`config.mk`:
```
export PLATFORM = sky130hd
export DESIGN_NAME = wprpg_gen
export DESIGN_NICKNAME = d
export VERILOG_FILES = /design/src/rtl/wprpg_pkg.sv /design/src/rtl/wprpg_lfsr.sv /design/src/rtl/wprpg_wbank.sv /design/src/rtl/wprpg_bias.sv /design/src/rtl/wprpg_gen.sv
export SDC_FILE = /design/constraint.sdc
export NUM_CORES = 1
export LEC_CHECK = 0
export BUFFER_PORTS_ARGS = -buffer_cell sky130_fd_sc_hd__buf_2
export CORE_UTILIZATION = 58
export CTS_CLUSTER_SIZE = 12
export DETAILED_ROUTE_END_ITERATION = 12
export PLACE_DENSITY = 0.8
export SLEW_MARGIN = 10
export SYNTH_ARGS = -nofsm -noshare
export SYNTH_HDL_FRONTEND = slang
export SYNTH_SLANG_ARGS = --single-unit
```
`constraint.sdc`:
```
create_clock -name clk -period 3.16 [get_ports clk]
set_clock_uncertainty 0.1 [all_clocks]
set_input_delay 0 -clock clk [delete_from_list [all_inputs] [get_ports clk]]
set_output_delay 0 -clock clk [all_outputs]
set_load 0.01 [all_outputs]
```
`src/rtl/wprpg_pkg.sv`:
```
package wprpg_pkg;

   // random bits consumed per output bit
   localparam int GRP_W = 4;

   // AND of grp[0..code], optionally complemented
   function automatic logic bias_bit(input logic [GRP_W-1:0] grp,
                                     input logic [1:0]       code,
                                     input logic             inv);
      logic acc;
      acc = grp[0];
      for (int j = 1; j < GRP_W; j++) begin
         if (j <= int'(code)) acc = acc & grp[j];
      end
      return acc ^ inv;
   endfunction

endpackage

```
`src/rtl/wprpg_lfsr.sv`:
```
module wprpg_lfsr #(
   parameter int               W        = 32,
   parameter logic [W-1:0]     TAPS     = 32'h8020_0003,
   parameter logic [W-1:0]     RST_SEED = 32'h0000_0001
) (
   input  logic         clk,
   input  logic         rst_n,
   input  logic         load,
   input  logic [W-1:0] load_val,
   input  logic         step,
   output logic [W-1:0] state
);

   logic [W-1:0] nxt;

   always_comb begin
      nxt = state >> 1;
      if (state[0]) nxt = nxt ^ TAPS;
   end

   always_ff @(posedge clk) begin
      if (!rst_n)     state <= RST_SEED;
      else if (load)  state <= load_val;
      else if (step)  state <= nxt;
   end

endmodule

```
`src/rtl/wprpg_wbank.sv`:
```
module wprpg_wbank #(
   parameter int PAT_W    = 8,
   parameter int NUM_SETS = 3,
   parameter int SEL_W    = 2
) (
   input  logic               clk,
   input  logic               rst_n,
   input  logic               we,
   input  logic [SEL_W-1:0]   wr_set,
   input  logic [2*PAT_W-1:0] wr_code,
   input  logic [PAT_W-1:0]   wr_inv,
   input  logic [SEL_W-1:0]   rd_set,
   output logic [2*PAT_W-1:0] rd_code,
   output logic [PAT_W-1:0]   rd_inv
);

   localparam logic [SEL_W:0] NSETS_V = NUM_SETS[SEL_W:0];

   logic [2*PAT_W-1:0] code_q [NUM_SETS];
   logic [PAT_W-1:0]   inv_q  [NUM_SETS];
   logic [SEL_W-1:0]   rd_idx;

   for (genvar s = 0; s < NUM_SETS; s++) begin : g_set
      localparam logic [SEL_W:0] IDX = s[SEL_W:0];
      always_ff @(posedge clk) begin
         if (!rst_n) begin
            code_q[s] <= '0;
            inv_q[s]  <= '0;
         end else if (we && ({1'b0, wr_set} == IDX)) begin
            code_q[s] <= wr_code;
            inv_q[s]  <= wr_inv;
         end
      end
   end

   // out-of-range selection falls back to set 0
   always_comb begin
      rd_idx  = ({1'b0, rd_set} < NSETS_V) ? rd_set : '0;
      rd_code = code_q[rd_idx];
      rd_inv  = inv_q[rd_idx];
   end

endmodule

```
`src/rtl/wprpg_bias.sv`:
```
module wprpg_bias
   import wprpg_pkg::*;
#(
   parameter int PAT_W  = 8,
   parameter int LFSR_W = 32
) (
   input  logic [LFSR_W-1:0]  state,
   input  logic [2*PAT_W-1:0] code,
   input  logic [PAT_W-1:0]   inv,
   output logic [PAT_W-1:0]   pat
);

   for (genvar i = 0; i < PAT_W; i++) begin : g_bit
      assign pat[i] = bias_bit(state[GRP_W*i +: GRP_W], code[2*i +: 2], inv[i]);
   end

endmodule

```
`src/rtl/wprpg_gen.sv`:
```
module wprpg_gen
   import wprpg_pkg::*;
#(
   parameter int                PAT_W      = 8,
   parameter int                LFSR_W     = 32,
   parameter logic [LFSR_W-1:0] LFSR_TAPS  = 32'h8020_0003,
   parameter logic [LFSR_W-1:0] RESET_SEED = 32'h0000_0001,
   parameter int                NUM_SETS   = 3,
   parameter int                CNT_W      = 16,
   localparam int               SEL_W      = (NUM_SETS > 1) ? $clog2(NUM_SETS) : 1
) (
   input  logic               clk,
   input  logic               rst_n,
   input  logic               en,
   input  logic               seed_load,
   input  logic [LFSR_W-1:0]  seed,
   input  logic               cfg_we,
   input  logic [SEL_W-1:0]   cfg_set,
   input  logic [2*PAT_W-1:0] cfg_code,
   input  logic [PAT_W-1:0]   cfg_inv,
   input  logic [SEL_W-1:0]   set_sel,
   input  logic [CNT_W-1:0]   pat_limit,
   output logic [PAT_W-1:0]   pattern,
   output logic               pat_valid,
   output logic               done
);

   // elaboration-time parameter checks
   if (LFSR_W < GRP_W * PAT_W) begin : g_bad_width
      $error("LFSR_W must cover GRP_W bits per pattern bit");
   end
   if (LFSR_TAPS[LFSR_W-1] !== 1'b1) begin : g_bad_taps
      $error("LFSR_TAPS must include the top term");
   end
   if (RESET_SEED == '0) begin : g_bad_seed
      $error("RESET_SEED must be nonzero");
   end
   if (NUM_SETS < 2 || NUM_SETS > 4) begin : g_bad_sets
      $error("NUM_SETS must lie in 2..4");
   end
   if (CNT_W < 1) begin : g_bad_cnt
      $error("CNT_W must be positive");
   end

   logic [LFSR_W-1:0]  lfsr_q;
   logic [2*PAT_W-1:0] sel_code;
   logic [PAT_W-1:0]   sel_inv;
   logic [PAT_W-1:0]   biased;
   logic [CNT_W-1:0]   cnt_q;
   logic               seed_ok;
   logic               gen;

   assign seed_ok = seed_load && (seed != '0);
   assign done    = (pat_limit != '0) && (cnt_q >= pat_limit);
   assign gen     = en && !seed_load && !done;

   wprpg_lfsr #(
      .W        (LFSR_W),
      .TAPS     (LFSR_TAPS),
      .RST_SEED (RESET_SEED)
   ) u_lfsr (
      .clk      (clk),
      .rst_n    (rst_n),
      .load     (seed_ok),
      .load_val (seed),
      .step     (gen),
      .state    (lfsr_q)
   );

   wprpg_wbank #(
      .PAT_W    (PAT_W),
      .NUM_SETS (NUM_SETS),
      .SEL_W    (SEL_W)
   ) u_bank (
      .clk      (clk),
      .rst_n    (rst_n),
      .we       (cfg_we),
      .wr_set   (cfg_set),
      .wr_code  (cfg_code),
      .wr_inv   (cfg_inv),
      .rd_set   (set_sel),
      .rd_code  (sel_code),
      .rd_inv   (sel_inv)
   );

   wprpg_bias #(
      .PAT_W  (PAT_W),
      .LFSR_W (LFSR_W)
   ) u_bias (
      .state (lfsr_q),
      .code  (sel_code),
      .inv   (sel_inv),
      .pat   (biased)
   );

   always_ff @(posedge clk) begin
      if (!rst_n) begin
         cnt_q     <= '0;
         pattern   <= '0;
         pat_valid <= 1'b0;
      end else begin
         pat_valid <= gen;
         if (gen) pattern <= biased;
         if (seed_ok)  cnt_q <= '0;
         else if (gen) cnt_q <= cnt_q + 1'b1;
      end
   end

endmodule

```
==> results_dict.tcl, run 1 <==
set metrics [dict create \
    routed_wirelength_mm 16.7 \
    synth_top_family_by_area "simple AND/OR/NAND/NOR gates" \
    grt_max_degree 61 \
    cap_violations 0 \
    rows 38 \
    endpoint "u_lfsr.state[0]" \
    post_cts_buffers 0 \
    synth.mux.area_fraction 0.0644 \
    required_ns 3.41 \
    groute.usage.overall 0.296 \
    design.core.area_um2 11000 \
    routabilityCongestion 0.838 \
    diodes 0 \
    rsz0062_at_grt "false" \
    synth-compound-area-share 0.152 \
    drv_slew 0 \
    dieWidth_um 109 \
    seq_area_um2 3300 \
    vias 5766 \
    layout_min_cycle_time_ns 2.92 \
    start_util 0.604 \
    ant_nets 0 \
    r2r-end "u_lfsr.state[0]" \
    synth_fa_ha_area_frac 0.0338 \
    worstSetupStartpointType "flop" \
    synth_edf_count 72 \
    nNetsFinal 927 \
    hold_viol_final 0 \
    avgViaCountPerCell 5.88 \
    grt_pass1_wl_mm 26.2 \
    clock_sinks 129 \
    setup_tns_ns 0 \
    ff2ff_setup_slack_ns 0.24 \
    hpwl_mm 10.3 \
    pwr_density_cell_nw_per_um2 529 \
    p_leak_nw 3.37 \
    tightestPinTransition_ns 0.815 \
    crit_type "flop to flop" \
    areaGrowthSynthToFinish_pct 28.5 \
    async_reset_ff_frac 0 \
    ys.flop_type "edfxtp_1" \
    die_height_um 109 \
    clk_pin_slew_ns 0.06 \
    drc_errors 0 \
    cts_made_buffers 17 \
    critPathMaxFanout 60 \
    status "completed" \
    io_pins 91 \
    multi_input_area_um2 3120 \
    wl_per_cell_um 17.0 \
    ys_ff_latch 129 \
    synth_simple_gate_area_frac 0.198 \
    drive_gt1_frac 0.175 \
    yosysWarningCount 0 \
    clockBufferDepth 2 \
    ys_seq_area_frac 0.496 \
    timing.slew.headroom 0.457 \
    reg2reg_depth 9 \
    grt_pass1_vias 5607 \
    crit_path_end_kind "flop" \
    drt_iter0_markers 407 \
    syn_inst 678 \
    tritoncts "built" \
    synth.distinct_cells 47 \
    arrival_ns 3.17 \
    worst_hold_path_type "input port to flop" \
    timing.final.crit_share 0.924 \
    peakVddDrop_uv 429 \
    clock_latency_ns 0.41 \
    dr.pass1.iters 5 \
    setup.worst_path.start "cnt_q[13]" \
    yosys.area_share.xor_xnor 0.0158 \
    place_inst 881 \
    syn_nets 777 \
    root_buffer "clkbuf_16" \
    overflow 0 \
    hold_ws_ns 0.0417 \
    port_buffers 90 \
    fillCellCount 705 \
    hold_depth 4 \
    place_area_um2 7240 \
    final_area_um2 8560 \
    fmax_ghz 0.342 \
    finalSetupViolCount 0 \
    netlist_area_um2 6660 \
    antenna_found_initial 0 \
    r2r_start "cnt_q[13]" \
    layout.cells.non_filler 980 \
    die_area_um2 11900 \
    syn_area_per_cell_um2 9.82 \
    htreeDepth 4 \
]
[critical path, cell delays in order, from the launching register on]
cell           delay, ns
dfxtp_1             0.34
ha_1                0.32
nand4_1             0.15
nor3_1              0.39
nor4_4              0.11
a31oi_4             0.19
clkbuf_8            0.37
nand2_1             0.10
a41oi_1             0.21
dlygate4sd3_1       0.57
[metal layers]
layer	track usage	part of all wire	up-vias	wire [um]
met2	0.504	0.49	242	8130
met5	0	0	-	0
li1	-	-	2767	-
met1	0.350	0.41	2717	6770
met4	0.157	0.035	0	576
met3	0.0622	0.071	40	1170
[placed cells by master, fill, tap and decap left out, types with 15 or more instances in the layout]
cell           instances
buf_2                 90
and2_1                79
nand2_1               78
edfxtp_1              72
dlygate4sd3_1         68
dfxtp_1               57
a21oi_1               50
o21ai_0               44
mux2i_1               35
a31oi_1               30
inv_1                 21
ha_1                  18
clkbuf_16             17
a211oi_1              16
o21ai_1               15
nor2b_1               15
[synth_stat cells (2+ instances only)]
cell | n | area [um^2]
a211oi_1 | 16 | 120
nor2b_1 | 15 | 93.8
and3b_1 | 2 | 17.5
nor2_1 | 6 | 22.5
mux2_2 | 7 | 78.8
nand3_1 | 7 | 35.0
inv_1 | 21 | 78.8
o21ai_1 | 16 | 80.1
nor3_1 | 4 | 20.0
nor3b_1 | 2 | 15.0
and2_1 | 79 | 494
nand4_1 | 8 | 50.1
buf_4 | 3 | 22.5
or3_1 | 7 | 43.8
dfxtp_1 | 57 | 1140
nand2_1 | 78 | 293
edfxtp_1 | 72 | 2160
a21oi_1 | 50 | 250
ha_1 | 18 | 225
xor2_1 | 3 | 26.3
or4_1 | 7 | 52.6
a31oi_1 | 30 | 188
buf_2 | 10 | 50.1
o21ai_0 | 46 | 230
clkbuf_1 | 27 | 101
xnor2_1 | 9 | 78.8
mux2i_1 | 35 | 350
nor4_1 | 12 | 75.1
nand2b_1 | 4 | 25.0
o31ai_1 | 7 | 52.6
and3_1 | 4 | 25.0
[where the power goes]
part,switching (mW),total [mW],internal [mW]
registers,0.0576,1.94,1.88
clock network,0.696,2.07,1.38
logic,0.274,0.514,0.240
[per-stage QoR]
step           setup WS, ns  power, mW  utilization
2_1_floorplan         0.745       2.23            -
3_3_place_gp          0.551       2.38        0.656
3_5_place_dp          0.461       2.40        0.656
4_1_cts               0.161       4.52        0.774
5_1_grt              0.0110       4.69        0.776
6_report              0.240       4.53        0.776
[state kept, by name (all words and copies together) (netlist names)]
register       cells
cnt_q             16
pat_valid          1
pattern            8
u_bank.code_q     48
u_bank.inv_q      24
u_lfsr.state      32
[cell families (layout without fill, tap and decap cells)]
| group | Yosys count | in the layout |
|---|---|---|
| DFF | 129 | 129 |
| and+or+nand+nor | 240 | 240 |
| buffers and inverters | 63 | 225 |
| muxes | 42 | 42 |
| adders and majority gates | 18 | 18 |
| AOI/OAI and AO/OA | 174 | 174 |
| xor gates and xnor gates | 12 | 12 |
[layout make-up]
cell class,count,share of cell area
clock inverters,14,0.0228
flip-flops and latches,129,0.386
repair buffers,173,0.148
multi-input cells,486,0.364
clock buffers,17,0.0497
inverters,21,0.00921
well taps,140,0.0205
[timing repair]
action,4_1_cts,5_1_grt
gates resized for setup,0,3
endpoints found under the setup margin,0,1
hold buffers,68,0
endpoints found under the hold margin,112,0
[how the worst min path moves through the flow]
| stage | slack (ns) | to | start |
|---|---|---|---|
| detailed placement | 0.20 | u_bank.code_q[2][6] | cfg_code[6] |
| global route | 0.08 | u_lfsr.state[2] | seed_load |
| finish | 0.04 | u_lfsr.state[2] | seed_load |
| global placement | 0.19 | u_bank.inv_q[2][7] | cfg_inv[7] |
| CTS | 0.004 | u_lfsr.state[2] | seed_load |
| floorplan | 0.09 | u_lfsr.state[1] | seed[1] |
No activity file was read; power rests on OpenSTA's default activity.
==> run 2, diff against run 1 <==
- CORE_UTILIZATION: 58 -> 52
- PLACE_DENSITY: 0.8 -> 0.76
- clock period: 3.16 -> 2.5 ns (I/O delays scaled with it)
==> run 2 against run 1 <==
  * Die area rose by 11%
  * Critical path depth down 1
  * Clock power is 25% higher
  * Combinational power rose by 28%
  * Hold slack better by 0.042 ns
  * Via count rose by 0.69%
  * Core utilization decreased by 6.2 points
  * Global-route usage decreased by 2.7 points
  * First-iteration DRC count down 4.4%
  * Non-clock buffer count rose by 4
  * Largest cell class unchanged
  * Largest power group unchanged
  * Highest routed layer unchanged
==> results_dict.tcl, run 2 (synthesis results as in run 1) <==
set metrics [dict create \
    nNetsFinal 933 \
    dieWidth_um 115 \
    clock_sinks 129 \
    grt_max_degree 41 \
    die_height_um 115 \
    clockBufferDepth 2 \
    layout_min_cycle_time_ns 2.46 \
    setup_tns_ns 0 \
    rows 40 \
    fmax_ghz 0.406 \
    timing.final.crit_share 0.986 \
    routed_wirelength_mm 17.2 \
    hpwl_mm 10.9 \
    worstSetupStartpointType "flop" \
    antenna_found_initial 0 \
    crit_path_end_kind "flop" \
    rsz0062_at_grt "true" \
    avgViaCountPerCell 5.72 \
    top_register "u_bank.code_q" \
    root_buffer "clkbuf_16" \
    drt_iter0_markers 389 \
    largest_reg_flops 48 \
    arrival_ns 2.70 \
    p_leak_nw 3.43 \
    design.core.area_um2 12300 \
    preCtsSetupSlack_ns -0.0659 \
    grt_pass1_vias 5644 \
    clk_pin_slew_ns 0.06 \
    vias 5806 \
    seq_area_um2 3310 \
    layout.cells.non_filler 1015 \
    wl_per_cell_um 17.0 \
    grt_pass1_wl_mm 26.7 \
    power.total_mw 5.69 \
    final_area_um2 8750 \
    peakVddDrop_uv 494 \
    crit_type "flop to flop" \
    routabilityCongestion 0.899 \
    required_ns 2.74 \
    place_inst 922 \
    critPathMaxFanout 6 \
    start_util 0.543 \
    status "completed" \
    hold_ws_ns 0.0832 \
    place_area_um2 7360 \
    cap_violations 0 \
    dr.pass1.iters 5 \
    worst_hold_path_type "input port to flop" \
    fillCellCount 886 \
    timing.slew.headroom 0.587 \
    htreeDepth 4 \
    ant_nets 0 \
    drv_slew 0 \
    top_regs "u_bank.code_q x48, u_lfsr.state x32, u_bank.inv_q x24" \
    clock_latency_ns 0.42 \
    hold_viol_final 0 \
    finish.utilization 0.714 \
    die_area_um2 13300 \
    pwr_density_cell_nw_per_um2 650 \
    finalSetupViolCount 0 \
    layout_common_cells "buf_2, and2_1, nand2_1, edfxtp_1, dlygate4sd3_1" \
    drive_gt1_frac 0.223 \
    port_buffers 90 \
    cts_made_buffers 17 \
    io_pins 91 \
    drc_errors 0 \
    tritoncts "built" \
    groute.usage.overall 0.269 \
    timing.final.ws_setup_ns 0.0360 \
    final_common_cell "buf_2" \
    diodes 0 \
    tightestPinTransition_ns 0.618 \
    overflow 0 \
    areaGrowthSynthToFinish_pct 31.4 \
    multi_input_area_um2 3260 \
]
run 2: changes by cell type in the layout (fill, tap and decap cells not counted), sizes merged:
| cell | change |
|---|---|
| clkinvlp | +3 |
| clkinv | -2 |
| a31oi | +2 |
| dlygate4sd3 | -11 |
| clkbuf | -1 |
| inv | +1 |
| buf | +16 |
| bufinv | -1 |
run 2: power breakdown:
| part | leakage, nW | switching [mW] | internal [mW] |
|---|---|---|---|
| combinational | 1.95 | 0.352 | 0.306 |
| sequential | 1.18 | 0.0707 | 2.38 |
| clock | 0.291 | 0.927 | 1.66 |
run 2: repair_timing:
item	in CTS	in global routing
hold buffers	57	0
gates resized for setup	4	25
pin swaps	2	10
cloned	2	0
endpoints found under the setup margin	34	34
buffers inserted	2	1
endpoints found under the hold margin	110	0
run 2: area by class of cell:
cell class	count	area share
inverter	21	0.00901
multi-input combinational	488	0.373
clock buffer	17	0.0486
timing repair buffer	177	0.145
tap	168	0.0240
sequential	129	0.378
clock inverter	15	0.0219
run 2: final timing paths:
| path | to | slack, ns | startpoint | cells after the start |
|---|---|---|---|---|
| worst min register to register | pattern[0] | 0.38 | pattern[0] | 2 |
| worst min-delay path | u_lfsr.state[7] | 0.08 | seed_load | 4 |
| worst max register to register | cnt_q[15] | 0.04 | cnt_q[14] | 8 |
| worst max-delay path | cnt_q[15] | 0.04 | cnt_q[14] | 8 |
run 2: critical path, stage by stage (launching register included):
cell     delay, ns
dfxtp_4       0.36
ha_4          0.22
nand4_1       0.22
nor3_2        0.10
nor4_4        0.31
buf_4         0.18
a31oi_4       0.16
or4_4         0.59
a21oi_2       0.14
run 2: per-layer routing:
metal | vias to the layer above | GRT usage | wire length, um
li1 | 2779 | - | -
met1 | 2748 | 0.319 | 7070
met2 | 243 | 0.467 | 8530
met3 | 36 | 0.0627 | 1190
met4 | 0 | 0.115 | 443
met5 | - | 0 | 0
